===== src/rtl/simd_split_adder.sv =====
`timescale 1ns/1ps
module simd_split_adder #(
  parameter int DATA_W = 16,
  parameter int NIB_W  = 4,
  parameter int BYTE_W = 8
) (
  input  logic              lane_nib,
  input  logic              lane_byte,
  input  logic [DATA_W-1:0] a_in,
  input  logic [DATA_W-1:0] b_in,
  output logic [DATA_W-1:0] sum_out,
  output logic [DATA_W-1:0] cut_mask
);
  localparam int NSEG = DATA_W / NIB_W;
  localparam int NCUT = NSEG - 1;

  logic [NCUT-1:0] cut;
  logic [NSEG-1:0] cy;

  assign cy[0] = 1'b0;

  for (genvar g = 0; g < NSEG; g++) begin : g_seg
    if (g == 0) begin : g_low
      assign cut_mask[0] = 1'b1;
    end else begin : g_edge
      assign cut_mask[g*NIB_W] = ~cut[g-1];
    end
    assign cut_mask[g*NIB_W+1 +: NIB_W-1] = '1;

    if (g < NCUT) begin : g_mid
      localparam int POS = (g + 1) * NIB_W;
      logic co;
      if (POS % BYTE_W == 0) begin : g_bpt
        assign cut[g] = lane_nib | lane_byte;
      end else begin : g_npt
        assign cut[g] = lane_nib;
      end
      assign {co, sum_out[g*NIB_W +: NIB_W]} = {1'b0, a_in[g*NIB_W +: NIB_W]}
                                             + {1'b0, b_in[g*NIB_W +: NIB_W]}
                                             + {{NIB_W{1'b0}}, cy[g]};
      assign cy[g+1] = co & ~cut[g];
    end else begin : g_top
      assign sum_out[g*NIB_W +: NIB_W] = a_in[g*NIB_W +: NIB_W]
                                       + b_in[g*NIB_W +: NIB_W]
                                       + {{(NIB_W-1){1'b0}}, cy[g]};
    end
  end
endmodule


===== config.mk =====
export PLATFORM = sky130hd
export DESIGN_NAME = simd_split_adder
export DESIGN_NICKNAME = d
export VERILOG_FILES = /design/src/rtl/simd_split_adder.sv
export SDC_FILE = /design/constraint.sdc
export NUM_CORES = 1
export LEC_CHECK = 0
export CORE_MARGIN = 5
export CORE_UTILIZATION = 33
export DETAILED_ROUTE_END_ITERATION = 10
export PLACE_DENSITY = 0.9
export SYNTH_ARGS = -nofsm -noshare
export SYNTH_HDL_FRONTEND = slang
export SYNTH_SLANG_ARGS = --single-unit

===== constraint.sdc =====
create_clock -name vclk -period 10.1
set_input_delay 1.01 -clock vclk [all_inputs]
set_output_delay 1.01 -clock vclk [all_outputs]
set_load 0.02 [all_outputs]

# Word-level counts from Yosys, hierarchy flattened
# Cells that the tools add are included.
[word_totals] n_memories=0 input_bits=34 latchBits=0 regBits=0 output_inout_bits=32 romBits=0 wordCells=13 ram_bits=0
[classes] mul=0 shift=0 n_eq_ne=0 mux=0 n_reduce_logical=0 n_div=0 magnitude_cmp=0 add_sub_neg=7 bitwise=6
[op_table] operator="adder 4 x 4 -> 5 bit" count=3
[op_table] operator="adder 5 x 1 -> 5 bit" count=2
[op_table] operator="adder 4 x 1 -> 4 bit" count=1
[op_table] operator="adder 4 bit" count=1
[op_table] operator="bitwise AND 1 bit" count=3
[op_table] operator="NOT 1 bit" count=2
[op_table] operator="bitwise OR 1 bit" count=1

# Logic depth before layout (Yosys ltp)
# Gate-level depths: netlist of run 1.
[depth] depth_word=7 ltp_mapped=21 depth_no_buf=21

# Least setup slack after synthesis of run 1
# No wires, ideal clock.
[synth_path] kind="in2out" startpoint="input port a_in[0]" endpoint="output port sum_out[14]" required_time_ps=9090 slack_ps=4237 t_arrival_ps=4853 n_path_buf=0 cell_stages=21 path_cell_list="ha_1 inv_1 fa_1 nor2b_1 o21ai_0 a21oi_1 fa_1 fa_1 a21o_1 a21oi_1 nor3_1 fa_1 inv_1 fa_1 nor2b_1 o21a_1 o21ai_0 fa_1 inv_1 fa_1 xor2_1"
[synth_via] elab_chain_cells=7
[synth_rtl] element="from (decl)" line_no="9" source="input logic [DATA_W-1:0] a_in,"
[synth_rtl] element="adder 4 x 4 -> 5 bit" line_no="39" source="+ {1'b0, b_in[g*NIB_W +: NIB_W]}"
[synth_rtl] element="bitwise AND 1 bit" line_no="41" source="assign cy[g+1] = co & ~cut[g];"
[synth_rtl] element="adder 5 x 1 -> 5 bit" line_no="40" source="+ {{NIB_W{1'b0}}, cy[g]};"
[synth_rtl] element="bitwise AND 1 bit" line_no="41"
[synth_rtl] element="adder 5 x 1 -> 5 bit" line_no="40"
[synth_rtl] element="bitwise AND 1 bit" line_no="41"
[synth_rtl] element="adder 4 x 1 -> 4 bit" line_no="45" source="+ {{(NIB_W-1){1'b0}}, cy[g]};"
[synth_rtl] element="to (decl)" line_no="11" source="output logic [DATA_W-1:0] sum_out,"
# No other way between the ends.

# Worst setup path after layout of run 1
[layout_path] startpoint="input port b_in[0]" endpoint="output port sum_out[14]"
[layout_via] elab_chain_cells=7
[layout_rtl] element="from (decl)" line_no="10" source="input logic [DATA_W-1:0] b_in,"
[layout_rtl] element="adder 4 x 4 -> 5 bit" line_no="39"
[layout_rtl] element="bitwise AND 1 bit" line_no="41"
[layout_rtl] element="adder 5 x 1 -> 5 bit" line_no="40"
[layout_rtl] element="bitwise AND 1 bit" line_no="41"
[layout_rtl] element="adder 5 x 1 -> 5 bit" line_no="40"
[layout_rtl] element="bitwise AND 1 bit" line_no="41"
[layout_rtl] element="adder 4 x 1 -> 4 bit" line_no="45"
# No other way between the ends.

==> results by group, run 1 <==
STA
  – Final number of hold-violating endpoints: 0
  – Shortest clock period the worst path allows after layout: 6900 ps
  – Pins over their slew limit: 0
  – Final Hold Slack: 3075 ps
  – Upper clock frequency limit: 144.9 MHz
  – Final worst path period share: 68.31%
  – Sum of negative setup slack: 0 ps
  – Unrepaired setup endpoints after global routing: no
  – Final number of setup-violating endpoints: 0

Power and ir drop
  – Leakage power: 0.5499 nW
  – Power Dens Cells: 74.60 nW/µm²
  – Worst vdd rail ir drop: 42.81 µV
  – Total power of the final layout: 0.08522 mW

Floorplan
  – Core Rows: 16
  – Floorplan core area: 1902 µm²
  – Chip Height: 53.98 µm
  – Die area: 2913 µm²
  – Initial standard-cell utilization of the core: 33.55%
  – Width of the chip: 53.98 µm
  – IO Count: 66

Job
  – Max-capacitance violation count: 0

Yosys
  – Seq/Total Area, Yosys: 0%
  – Synthesized area: 638.1 µm²
  – Number of instances in the synthesized netlist: 75
  – Count of different cell masters after synthesis: 15
  – Post-synthesis average cell area: 8.508 µm²
  – Syn. warnings: 0

Clocking
  – Number of setup buffers added after CTS: 0
  – Number of hold buffers added after CTS: 0
  – Post-cts gate resize count: 0

GRT
  – First-pass GRT wire length: 2.421 mm
  – Maximum number of pins on one net before global-route repair: 5
  – Number of global-route vias before repair: 671
  – Initial antenna violation count: 0
  – Overall track demand over capacity in global routing: 10.62%
  – Remaining global-route overflow: 0

Routing
  – Sum of routed wire length over all layers: 1.618 mm
  – Post-detailed-route via-to-cell ratio: 4.157
  – Via count: 636
  – Remaining antenna violation count: 0
  – Number of DRC markers in iteration 0: 1
  – Number of search-and-repair iterations in the first detailed-routing pass: 3
  – # DRC: 0
  – Post-DR wirelength/cell: 10.58 µm

Critical path
  – Critical path arrival: 5890 ps
  – Crit path max fanout: 2
  – Crit end category: output pin
  – Category of the critical setup timing path: primary input to output pin
  – Worst Path Required: 9090 ps
  – Startpoint class of the critical path: primary input

Placement
  – Routability Congestion: 0.7125
  – Placed cell count: 153
  – Port bufs: 53
  – Placed wire-length estimate after detailed placement: 1.595 mm

Cells and area
  – Number of antenna diodes: 0
  – Share of layout cells above drive strength 1: 0%
  – Area grow syn2layout: 79.02%
  – Area taken by flip-flops and latches: 0 µm²
  – Clock buffer count in the final layout: 0
  – Number of cells in the finished layout apart from fillers: 153
  – Total number of sequential cells: 0
  – # nets final: 181

Outcome
  – Status: completed

Min path
  – Type of the tightest min-delay check: primary input to output pin
power breakdown:
group          switching (mW)  total (mW)  internal, mW
Combinational          0.0407      0.0852        0.0445
Sequential                  0           0             0
Clock                       0           0             0
Yosys cell counts (all sizes together):
cell type / instances / area, µm²
nor3: 1 / 5.000
a21oi: 5 / 25.02
buf: 14 / 105.1
nor2b: 2 / 12.51
a21o: 5 / 37.54
o21a: 1 / 7.510
a31oi: 1 / 6.260
o21ai: 2 / 10.01
xor2: 3 / 26.28
fa: 7 / 140.1
xnor2: 6 / 52.55
nor2: 1 / 3.750
inv: 14 / 52.55
conb: 1 / 3.750
ha: 12 / 150.1
kinds of logic after synthesis:
| logic type | synth area share [%] |
|---|---|
| buffers and inverters | 24.71 |
| adder cells (fa/ha/maj) | 45.49 |
| AO/OA/AOI/OAI | 13.53 |
| XOR/XNOR | 12.35 |
| AND/OR/NAND/NOR | 3.332 |
| other | 0.5877 |
cells in the final DEF (no fill, tap or decap), types with 2 or more instances in the layout:
cell type | Yosys | layout
sky130_fd_sc_hd__a21o_1 | 5 | 5
sky130_fd_sc_hd__a21oi_1 | 5 | 5
sky130_fd_sc_hd__clkdlybuf4s50_1 | 0 | 53
sky130_fd_sc_hd__conb_1 | 1 | 13
sky130_fd_sc_hd__fa_1 | 7 | 7
sky130_fd_sc_hd__ha_1 | 12 | 12
sky130_fd_sc_hd__inv_1 | 14 | 14
sky130_fd_sc_hd__nor2b_1 | 2 | 2
sky130_fd_sc_hd__o21ai_0 | 2 | 2
sky130_fd_sc_hd__xnor2_1 | 6 | 6
sky130_fd_sc_hd__xor2_1 | 3 | 3
worst max-delay path: stages:
cell                              delay (ps)
sky130_fd_sc_hd__clkdlybuf4s50_1         430
sky130_fd_sc_hd__ha_1                    200
sky130_fd_sc_hd__inv_1                    60
sky130_fd_sc_hd__fa_1                    200
sky130_fd_sc_hd__nor2b_1                  50
sky130_fd_sc_hd__o21ai_0                 140
sky130_fd_sc_hd__a21oi_1                 110
sky130_fd_sc_hd__fa_1                    400
sky130_fd_sc_hd__fa_1                    410
sky130_fd_sc_hd__a21o_1                  190
sky130_fd_sc_hd__a21oi_1                 130
sky130_fd_sc_hd__nor3_1                   70
sky130_fd_sc_hd__fa_1                    380
sky130_fd_sc_hd__inv_1                    80
sky130_fd_sc_hd__fa_1                    200
sky130_fd_sc_hd__nor2b_1                  50
sky130_fd_sc_hd__o21a_1                  160
sky130_fd_sc_hd__o21ai_0                 180
sky130_fd_sc_hd__fa_1                    200
sky130_fd_sc_hd__inv_1                    60
sky130_fd_sc_hd__fa_1                    370
sky130_fd_sc_hd__xor2_1                  170
sky130_fd_sc_hd__clkdlybuf4s50_1         630
area by class of cell:
type	instances	area, µm²
Fill cell	168	759.5
Multi-Input combinational cell	59	525.5
Timing Repair Buffer	53	530.5
Tap cell	27	33.78
Inverter	14	52.55
per-layer routing:
layer / track usage, % / up-vias / wire, µm
li1: - / 316 / -
met1: 8.911 / 277 / 507
met2: 23.59 / 43 / 821
met3: 4.155 / 0 / 289
met4: 0 / 0 / 0
met5: 0 / - / 0
final timing paths:
path	startpoint	to	slack, ps	depth (start not counted)
setup / recovery	b_in[0]	sum_out[14]	3200	23
hold / removal	lane_byte	cut_mask[8]	3070	3
stage by stage:
| stage | instance area, µm² | setup slack (ps) | util [%] |
|---|---|---|---|
| after floorplan | 683.2 | 4237 | - |
| after global routing | 1142 | 2917 | 60.07 |
| after CTS | 1142 | 3122 | 60.07 |
| final | 1142 | 3200 | 60.07 |
| after detailed placement | 1142 | 3133 | 60.07 |
| after global placement | 1142 | 3249 | 60.07 |
(Power assumes the default switching activity.)
==> run 2: changes to the inputs <==
Settings changed: CORE_UTILIZATION 33 to 28, PLACE_DENSITY 0.9 to 0.81.
Clock period 10.1 ns to 6.25 ns, I/O delays scaled along.
==> run 2 against run 1 <==
Compared with the run above: global-route usage fell by 0.32 points; sequential share of layout area is the same; die area rose by 14%; total power is 62% higher; critical path depth fell by 2; wire length is 13% higher; non-clock buffer count did not move; via count rose by 1.6%; first-iteration DRC count rose to 5.0 times the previous value; worst setup slack lost 2800 ps; critical path type unchanged; largest power group unchanged.
==> results by group, run 2 (synthesized netlist as in run 1, its figures left out) <==
GRT
  – Number of global-route vias before repair: 691 (+3.0%)
  – First-pass GRT wire length: 2.808 mm (+16%)
  – Overall track demand over capacity in global routing: 10.30% (-0.32 points)
  – Initial antenna violation count: 0 (unchanged)
  – Remaining global-route overflow: 0 (unchanged)
  – Maximum number of pins on one net before global-route repair: 5 (unchanged)

Critical path
  – Startpoint class of the critical path: primary input
  – Critical path's largest stage delay: 610 ps (-20 ps)
  – Crit end category: output pin
  – Cell with the largest stage delay on the worst path: sky130_fd_sc_hd__clkdlybuf4s50_1
  – Worst path most repeated cell: sky130_fd_sc_hd__fa_1
  – Ordered list of cells on the worst path: clkdlybuf4s50_1 > ha_1 > inv_1 > fa_1 > nor2b_1 > o21ai_0 > a21oi_1 > fa_1 > fa_1 > a21o_1 > a21oi_1 > nor3_1 > fa_1 > inv_1 > fa_1 > nor2b_1 > o21a_1 > o21ai_0 > fa_1 > inv_1 > clkdlybuf4s50_1
  – Critical path arrival: 5240 ps (-650 ps)
  – Category of the critical setup timing path: primary input to output pin
  – Crit path max fanout: 2 (unchanged)
  – CP endpoint: sum_out[12]
  – Timing startpoint of the critical path: a_in[0]
  – Worst Path Required: 5620 ps (-3470 ps)

STA
  – Sum of negative setup slack: 0 ps (unchanged)
  – Final number of setup-violating endpoints: 0 (unchanged)
  – Shortest clock period the worst path allows after layout: 5867 ps
  – Final worst path period share: 93.86%
  – Unrepaired setup endpoints after global routing: no
  – Final number of hold-violating endpoints: 0 (unchanged)
  – Pins over their slew limit: 0 (unchanged)
  – Upper clock frequency limit: 170.5 MHz

Cells and area
  – Layout fillers: 214 (+27%)
  – Commonest non-fill, non-tap cells in the layout: sky130_fd_sc_hd__clkdlybuf4s50_1 (50), sky130_fd_sc_hd__inv_1 (14), sky130_fd_sc_hd__conb_1 (13)
  – # nets final: 181 (unchanged)
  – Area grow syn2layout: 80.39%
  – Utilization after layout: 52.54% (-7.5 points)
  – Share of layout cells above drive strength 1: 0% (unchanged)
  – Total number of sequential cells: 0 (unchanged)
  – Footprint of the multi-input gates: 525.5 µm² (unchanged)
  – Number of antenna diodes: 0 (unchanged)
  – Most frequent standard cell in the layout excluding fill and tap cells: sky130_fd_sc_hd__clkdlybuf4s50_1
  – Clock buffer count in the final layout: 0 (unchanged)
  – Area taken by flip-flops and latches: 0 µm² (unchanged)

Power and ir drop
  – Power Dens Cells: 119.7 nW/µm² (+60%)
  – Worst vdd rail ir drop: 64.61 µV (+51%)
  – Leakage power: 0.5773 nW (+5.0%)
  – Total power of the final layout: 0.1377 mW (+62%)

Routing
  – Post-detailed-route via-to-cell ratio: 4.195 (+0.91%)
  – Sum of routed wire length over all layers: 1.834 mm (+13%)
  – Number of DRC markers in iteration 0: 5 (+4)
  – Post-DR wirelength/cell: 11.91 µm (+13%)
  – Number of search-and-repair iterations in the first detailed-routing pass: 2 (-1)
  – Via count: 646 (+1.6%)
  – Remaining antenna violation count: 0 (unchanged)
  – # DRC: 0 (unchanged)

Outcome
  – Status: completed

Floorplan
  – Core Rows: 17 (+1)
  – Floorplan core area: 2191 µm² (+15%)
  – Chip Height: 57.74 µm (+7.0%)
  – Die area: 3334 µm² (+14%)
  – Initial standard-cell utilization of the core: 29.13% (-4.4 points)
  – Width of the chip: 57.74 µm (+7.0%)
  – IO Count: 66 (unchanged)

Placement
  – Port bufs: 53 (unchanged)
  – Routability Congestion: 0.7928 (+11%)
  – Placed wire-length estimate after detailed placement: 1.732 mm (+8.6%)

Min path
  – Type of the tightest min-delay check: primary input to output pin

Clocking
  – Number of setup buffers added after CTS: 0 (unchanged)
  – Number of hold buffers added after CTS: 0 (unchanged)

Job
  – Max-capacitance violation count: 0 (unchanged)
-- run 2: changes by cell type in the layout (fill, tap and decap cells not counted), sizes merged --
| cell | previous run | this run |
|---|---|---|
| dlymetal6s2s | 0 | 3 |
| clkdlybuf4s50 | 53 | 50 |
-- run 2: area by class of cell --
cell class         count  area share [%]
repair buffers        53           46.74
inverters             14           4.565
well taps             28           3.043
multi-input cells     59           45.65
-- run 2: report_power, final --
part           internal, mW  switching [mW]  total [mW]
Clock                     0               0           0
Combinational        0.0714          0.0664       0.138
Sequential                0               0           0
-- run 2: through the flow --
step	hold WS, ps	setup WS [ps]	std cells	area [µm²]
global route	2161	119.5	154	1151
floorplan	1325	1157	87	683.2
global placement	2303	151.1	154	1144
CTS	2309	13.12	154	1144
finish	2108	383.5	154	1151
detailed placement	2313	14.40	154	1144
-- run 2: worst max-delay path, delay by kind of cell --
family                     cells  cell delay (ps)
adders and majority gates      7             2240
buffers and inverters          5             1220
AOI/OAI and AO/OA              6              930
and+or+nand+nor                3              200
-- run 2: routing by layer --
metal	GRT usage (%)	wire length, µm
met1	10.12	643
met2	20.97	950
met3	4.232	240
met4	0	0
met5	0	0
-- run 2: worst min-delay path by stage --
| stage | from | end | slack [ps] | cells after the start |
|---|---|---|---|---|
| finish | a_in[15] | sum_out[15] | 2110 | 4 |
| detailed placement | lane_byte | cut_mask[8] | 2310 | 3 |
| global route | b_in[15] | sum_out[15] | 2160 | 4 |
| floorplan | lane_byte | cut_mask[8] | 1320 | 1 |
| CTS | lane_byte | cut_mask[8] | 2310 | 3 |
| global placement | lane_byte | cut_mask[8] | 2300 | 3 |
-- run 2: timing repair --
action | in CTS | in global routing
endpoints found under the hold margin | 0 | 0
setup endpoints to repair | 0 | 3
resized for setup | 0 | 3
